## config.mk

```make
export PLATFORM = sky130hd
export DESIGN_NAME = rtc_hour_counter
export DESIGN_NICKNAME = d
export VERILOG_FILES = /design/src/rtl/rtc_hour_pkg.sv /design/src/rtl/rtc_hour_step.sv /design/src/rtl/rtc_hour_store.sv /design/src/rtl/rtc_hour_counter.sv
export SDC_FILE = /design/constraint.sdc
export NUM_CORES = 1
export LEC_CHECK = 0
export ABC_AREA = 0
export BUFFER_PORTS_ARGS = -buffer_cell sky130_fd_sc_hd__buf_2
export CORE_MARGIN = 2
export CORE_UTILIZATION = 25
export CTS_BUF_LIST = sky130_fd_sc_hd__clkbuf_8
export DETAILED_ROUTE_END_ITERATION = 6
export SYNTH_ARGS = -nofsm -noshare
export SYNTH_HDL_FRONTEND = slang
export SYNTH_SLANG_ARGS = --single-unit
```

## constraint.sdc

```tcl
create_clock -name clk -period 5.5 [get_ports clk]
set_clock_uncertainty 0.1 [all_clocks]
set_input_delay 0.825 -clock clk [delete_from_list [all_inputs] [get_ports clk]]
set_output_delay 0.825 -clock clk [all_outputs]
set_load 0.005 [all_outputs]
```

## src/rtl/rtc_hour_pkg.sv

```systemverilog
// Package: shared widths and code constants for the hour counter.
// Assumes packed BCD hours held in an 8-bit field, with the top two bits unused.
package rtc_hour_pkg;
    localparam int HOUR_W    = 8;
    localparam int USED_W    = 6;
    localparam int PM_BIT    = 5;
    localparam int NIB_W     = 4;
    localparam logic [HOUR_W-1:0] RESET_CODE = 8'h12;
    localparam logic [USED_W-1:0] LAST_24    = 6'h23;
    localparam logic [PM_BIT-1:0] HR_ELEVEN  = 5'h11;
    localparam logic [PM_BIT-1:0] HR_TWELVE  = 5'h12;
    localparam logic [PM_BIT-1:0] HR_ONE     = 5'h01;
    localparam logic [NIB_W-1:0]  NIB_NINE   = 4'h9;
endpackage

```

## src/rtl/rtc_hour_step.sv

```systemverilog
// Module: rtc_hour_step
// Combinational successor of a packed BCD hour in either counting mode.
// Assumes the input holds a valid code for the selected mode. Invalid codes
// still produce a defined BCD-style increment.
module rtc_hour_step
    import rtc_hour_pkg::*;
(
    input  logic [HOUR_W-1:0] cur_hour,
    input  logic              mode_24,
    output logic [HOUR_W-1:0] next_hour,
    output logic              wraps
);
    logic              pm_flag;
    logic [PM_BIT-1:0] hr12;

    assign pm_flag = cur_hour[PM_BIT];
    assign hr12    = cur_hour[PM_BIT-1:0];

    // Purpose: pick the next code and flag the midnight wrap.
    always_comb begin
        next_hour = '0;
        wraps     = 1'b0;
        if (mode_24) begin
            if (cur_hour[USED_W-1:0] == LAST_24) begin
                next_hour = '0;
                wraps     = 1'b1;
            end else if (cur_hour[NIB_W-1:0] >= NIB_NINE) begin
                next_hour[USED_W-1:NIB_W] = cur_hour[USED_W-1:NIB_W] + 1'b1;
            end else begin
                next_hour[USED_W-1:0] = {cur_hour[USED_W-1:NIB_W], cur_hour[NIB_W-1:0] + 1'b1};
            end
        end else begin
            if (hr12 == HR_ELEVEN) begin
                next_hour[PM_BIT]     = ~pm_flag;
                next_hour[PM_BIT-1:0] = HR_TWELVE;
                wraps                 = pm_flag;
            end else if (hr12 == HR_TWELVE) begin
                next_hour[PM_BIT]     = pm_flag;
                next_hour[PM_BIT-1:0] = HR_ONE;
            end else if (hr12[NIB_W-1:0] >= NIB_NINE) begin
                next_hour[PM_BIT]     = pm_flag;
                next_hour[NIB_W]      = 1'b1;
            end else begin
                next_hour[PM_BIT]      = pm_flag;
                next_hour[NIB_W]       = hr12[NIB_W];
                next_hour[NIB_W-1:0]   = hr12[NIB_W-1:0] + 1'b1;
            end
        end
    end
endmodule

```

## src/rtl/rtc_hour_store.sv

```systemverilog
// Module: rtc_hour_store
// Holds the hour register and the registered day-carry pulse.
// Assumes a synchronous active-low reset. A host write wins over a tick.
module rtc_hour_store
    import rtc_hour_pkg::*;
(
    input  logic              clk,
    input  logic              rst_n,
    input  logic              tick,
    input  logic              load,
    input  logic [HOUR_W-1:0] load_val,
    input  logic [HOUR_W-1:0] step_val,
    input  logic              step_wraps,
    output logic [HOUR_W-1:0] hour_q,
    output logic              carry_q
);
    // Purpose: update the stored hour and the day-carry flag once per cycle.
    always_ff @(posedge clk) begin
        if (!rst_n) begin
            hour_q  <= RESET_CODE;
            carry_q <= 1'b0;
        end else if (load) begin
            hour_q  <= {{(HOUR_W-USED_W){1'b0}}, load_val[USED_W-1:0]};
            carry_q <= 1'b0;
        end else if (tick) begin
            hour_q  <= step_val;
            carry_q <= step_wraps;
        end else begin
            carry_q <= 1'b0;
        end
    end

    // a write is taken in full on the next edge.
    a_r5_write_loads: assert property (@(posedge clk) disable iff (!rst_n)
        load |=> hour_q == {{(HOUR_W-USED_W){1'b0}}, $past(load_val[USED_W-1:0])});

    // the carry only follows a tick that was not overridden by a write.
    a_r4_carry_source: assert property (@(posedge clk) disable iff (!rst_n)
        $rose(carry_q) |-> $past(tick) && !$past(load));
endmodule

```

## src/rtl/rtc_hour_counter.sv

```systemverilog
// Module: rtc_hour_counter
// Hours stage of a real-time clock: BCD counting in 12- or 24-hour mode,
// a host load port and a day-carry pulse. Assumes hour_tick is a one-cycle strobe.
module rtc_hour_counter
    import rtc_hour_pkg::*;
(
    input  logic              clk,
    input  logic              rst_n,
    input  logic              hour_tick,
    input  logic              mode_24,
    input  logic              wr_en,
    input  logic [7:0]        wr_data,
    output logic [7:0]        rd_hour,
    output logic              day_carry
);
    logic [HOUR_W-1:0] step_val;
    logic              step_wraps;

    rtc_hour_step step_i (
        .cur_hour  (rd_hour),
        .mode_24   (mode_24),
        .next_hour (step_val),
        .wraps     (step_wraps)
    );

    rtc_hour_store store_i (
        .clk        (clk),
        .rst_n      (rst_n),
        .tick       (hour_tick),
        .load       (wr_en),
        .load_val   (wr_data),
        .step_val   (step_val),
        .step_wraps (step_wraps),
        .hour_q     (rd_hour),
        .carry_q    (day_carry)
    );

    // idle cycles keep the hour.
    a_r7_hold: assert property (@(posedge clk) disable iff (!rst_n)
        !hour_tick && !wr_en |=> $stable(rd_hour));

    // the 24-hour wrap goes to zero and raises the carry.
    a_r2_wrap_24: assert property (@(posedge clk) disable iff (!rst_n)
        hour_tick && !wr_en && mode_24 && rd_hour == 8'h23 |=> rd_hour == 8'h00 && day_carry);

    // the step from 11 to 12 flips the PM flag.
    a_r3_pm_toggle: assert property (@(posedge clk) disable iff (!rst_n)
        hour_tick && !wr_en && !mode_24 && rd_hour[4:0] == 5'h11
        |=> rd_hour[4:0] == 5'h12 && rd_hour[5] != $past(rd_hour[5]));

    // the carry never lasts two cycles unless two wrapping ticks are back to back.
    a_r4_single_pulse: assert property (@(posedge clk) disable iff (!rst_n)
        day_carry && !hour_tick |=> !day_carry);

    // the top bits of the read value stay clear.
    a_r8_top_clear: assert property (@(posedge clk) disable iff (!rst_n)
        rd_hour[7:6] == 2'b00);
endmodule

```

==> out/metrics.csv <==
stage,metric,value,unit
clock_network,hold_buf cts,0,
power_and_ir_drop,P_sw,53.59,uW
logic_synthesis,Post-Syn Area per Cell,7.787,um2
logic_synthesis,Seq cells post-synth,7,
timing,fmax,0.5205,GHz
worst_setup_path,kind of critical path,register to register,
logic_synthesis,largest family of logic cells by synthesized area,compound AO/OA/AOI/OAI gates,
worst_setup_path,CP Data Arrival Time,1.93,ns
timing,Final setup violation count,0,
worst_setup_path,reg2reg setup slack,3.58,ns
logic_synthesis,Post-Synth XOR/XNOR Area,0,%
logic_synthesis,Post-Synth Simple-Gate Area,25.58,%
logic_synthesis,post-synthesis compound-gate area fraction,32.77,%
power_and_ir_drop,Worst VDD drop,0.1593,mV
logic_synthesis,mapped cell area,591.8,um2
logic_synthesis,Synth Flop Type,dfxtp_1,
global_routing,met3 GRT Util,5.143,%
global_routing,vias in the first global route,562,
floorplan,Die Footprint,0.002773,mm2
detailed_routing,routed len/inst,13.08,um
timing,Slew Limit Fails,0,
worst_setup_path,Startpoint Class,register,
detailed_routing,vias per inst,5.287,
final_layout,Multi-input gate area,412.9,um2
floorplan,Horiz. Die Dim,52.66,um
final_layout,fraction of layout cells with a size suffix above 1,28.72,%
power_and_ir_drop,Cell Int Power,122.4,uW
floorplan,Core Box Area,0.002233,mm2
worst_setup_path,"Largest stage delay, worst path",0.42,ns
clock_network,clock tree sinks,7,
logic_synthesis,Ys Warns,0,
timing,crit share post-route,34.93,%
floorplan,row count,17,
outcome,status,finished clean,
final_layout,Layout area overhead,24.52,%
global_routing,global-route wire length before repair,2594,um
clock_network,H-tree depth,1,
timing,Tmin final,1.921,ns
clock_network,CTS tree,built,
floorplan,num ports,22,
detailed_routing,DRT Wirelength,1596,um
clock_network,clk slew on worst S/H paths,0.04,ns
worst_hold_path,Tightest Hold Check Type,register to register,
clock_network,Clock Latency Late Sink,0.23,ns
final_layout,Final #Nets,112,
worst_setup_path,Worst path slowest cell,or3b_4,
power_and_ir_drop,Power Dens Cells,238.8,mW/mm2
global_routing,GRT busiest layer,met2,
detailed_routing,routed via count,645,
global_routing,initial antenna violation count,0,
clock_network,TritonCTS Buffers,3,
worst_setup_path,Worst setup EP type,register,
power_and_ir_drop,Logic pwr share,24.4,%
placed_design,Port Buf Inserts,17,
timing,Final Hold Viols,0,
power_and_ir_drop,switching fraction of total power,30.45,%
clock_network,root buffer cell,clkbuf_8,
logic_synthesis,Post-synth EDFFs,0,
placed_design,HPWL Detailed,1199,um
worst_setup_path,worst-path maximum fanout,7,
detailed_routing,Pre-Repair DR Iteration Count,4,
global_routing,largest net degree at the start of global routing,13,
final_layout,Seq. cell area,140.1,um2
logic_synthesis,adder-cell area share of the yosys netlist,8.457,%
global_routing,GRT Resource Usage Total,13.05,%
global_routing,met2 usage,19.79,%
power_and_ir_drop,part of the power in registers,34.9,%
worst_setup_path,CP Cell Sequence,inv_1 > ha_1 > or3b_4 > nand3_1 > o21ai_0 > a211oi_1 > nor3_1,
final_layout,ANT cells,0,
clock_network,Post-CTS Setup Inserts,0,
logic_synthesis,Syn Inst Count,76,
logic_synthesis,ys async rst share,0,%
worst_setup_path,cell class contributing the biggest share of worst-path delay,simple AND/OR/NAND/NOR gates,
global_routing,grt met1 use,16.50,%
final_layout,# fillers,242,
clock_network,post-CTS sizing,0,
placed_design,Placer Congestion,0.9014,
detailed_routing,DRC viols,0,
worst_setup_path,count of buffer and inverter cells on the critical path,1,
clock_network,maximum clock path buffer count,2,
floorplan,Initial Util,26.50,%
power_and_ir_drop,LEAKAGE,0.3302,nW
logic_synthesis,mux contribution to synthesized area,1.691,%
floorplan,DIE HEIGHT,52.66,um
power_and_ir_drop,Clock Power Share,40.7,%
placed_design,placed inst area,691.9,um2
detailed_routing,DRT iter0 DRCs,16,
timing,final setup TNS,0,ns
final_layout,Finished Cell Area,737.0,um2
logic_synthesis,unique cell type count in the Yosys netlist,38,
global_routing,total global routing overflow,0,
logic_synthesis,post-synthesis sequential area ratio,23.68,%
detailed_routing,Routed Antenna Nets,0,
timing,RSZ-0062 raised after global routing,false,
worst_setup_path,Worst EP required,5.51,ns
run,max-cap viol count,0,
-- kinds of logic after synthesis --
logic type / after synthesis
AOI/OAI and AO/OA: 28
and+or+nand+nor: 26
buffers and inverters: 9
DFF: 7
adders and majority gates: 4
muxes: 1
other: 1
-- metal layers --
| metal | wire length [um] | up-vias |
|---|---|---|
| met2 | 738 | 21 |
| li1 | - | 319 |
| met5 | 0 | - |
| met3 | 118 | 2 |
| met1 | 729 | 303 |
| met4 | 10 | 0 |
-- flip-flops by register name (all words and copies together), names as in the netlist --
register,flops
store_i.hour_q,6
store_i.carry_q,1
-- synthesized netlist by cell type, types with 2 or more instances --
master	count	share of area, %
buf_4	2	2.5
o21ai_0	7	5.9
a41oi_1	2	3.0
nand3_1	4	3.4
dfxtp_1	7	24
a31oi_1	2	2.1
nor2_1	3	1.9
inv_1	5	3.2
nand2_1	7	4.4
a21oi_1	3	2.5
o21ai_1	2	1.7
a211oi_1	2	2.5
ha_1	4	8.5
nor3_1	2	1.7
-- area by class of cell --
class	instances	area share, %
well taps	28	4.754
clock inverters	1	0.5093
flip-flops and latches	7	19.02
clock buffers	3	5.603
repair buffers	17	11.54
inverters	5	2.547
multi-input cells	61	56.03
-- power by group through the flow --
| stage | Combinational, mW | Sequential [mW] | Clock, mW |
|---|---|---|---|
| after CTS | 0.0429 | 0.0616 | 0.0723 |
| after detailed placement | 0.0424 | 0.0626 | 0 |
| final | 0.0430 | 0.0614 | 0.0716 |
| after floorplan | 0.0294 | 0.0611 | 0 |
| after global routing | 0.0485 | 0.0624 | 0.0765 |
| after global placement | 0.0422 | 0.0622 | 0 |
-- worst paths after layout --
| path | from | to | depth (start not counted) |
|---|---|---|---|
| max | store_i.hour_q[1] | store_i.hour_q[5] | 7 |
| min | store_i.hour_q[0] | store_i.hour_q[0] | 2 |
| max reg2reg | store_i.hour_q[1] | store_i.hour_q[5] | 7 |
| min reg2reg | store_i.hour_q[0] | store_i.hour_q[0] | 2 |
-- stage by stage --
step | std cells | util, % | worst slack [ns] | hold slack, ns | total power [mW]
floorplan | 77 | - | 3.712 | 0.4875 | 0.09051
global placement | 118 | 30.98 | 3.474 | 0.5224 | 0.1044
detailed placement | 118 | 30.98 | 3.472 | 0.5372 | 0.1049
CTS | 122 | 33.00 | 3.557 | 0.5428 | 0.1768
global route | 122 | 33.00 | 3.449 | 0.5922 | 0.1874
finish | 122 | 33.00 | 3.579 | 0.5349 | 0.1760
-- worst reg2reg max path: cells and delay by family (launching register included) --
kind	cells	cell delay (ns)
AO/OA/AOI/OAI	2	0.34
flip-flops	1	0.39
AND/OR/NAND/NOR	3	0.61
adder cells (fa/ha/maj)	1	0.26
buffers and inverters	1	0.10
-- layout by cell type (no fill, tap or decap), types with 2 or more instances in the layout --
| cell type | instances |
|---|---|
| buf_2 | 17 |
| o21ai_0 | 7 |
| nand2_1 | 7 |
| dfxtp_1 | 7 |
| inv_1 | 6 |
| nand3_1 | 4 |
| ha_1 | 4 |
| nor2_1 | 3 |
| a21oi_1 | 3 |
| clkbuf_8 | 3 |
| o21ai_1 | 2 |
| a211oi_1 | 2 |
| a31oi_1 | 2 |
| nor3_1 | 2 |
| a41oi_1 | 2 |
| conb_1 | 2 |
Note: power is estimated with default switching activity, not from simulation.
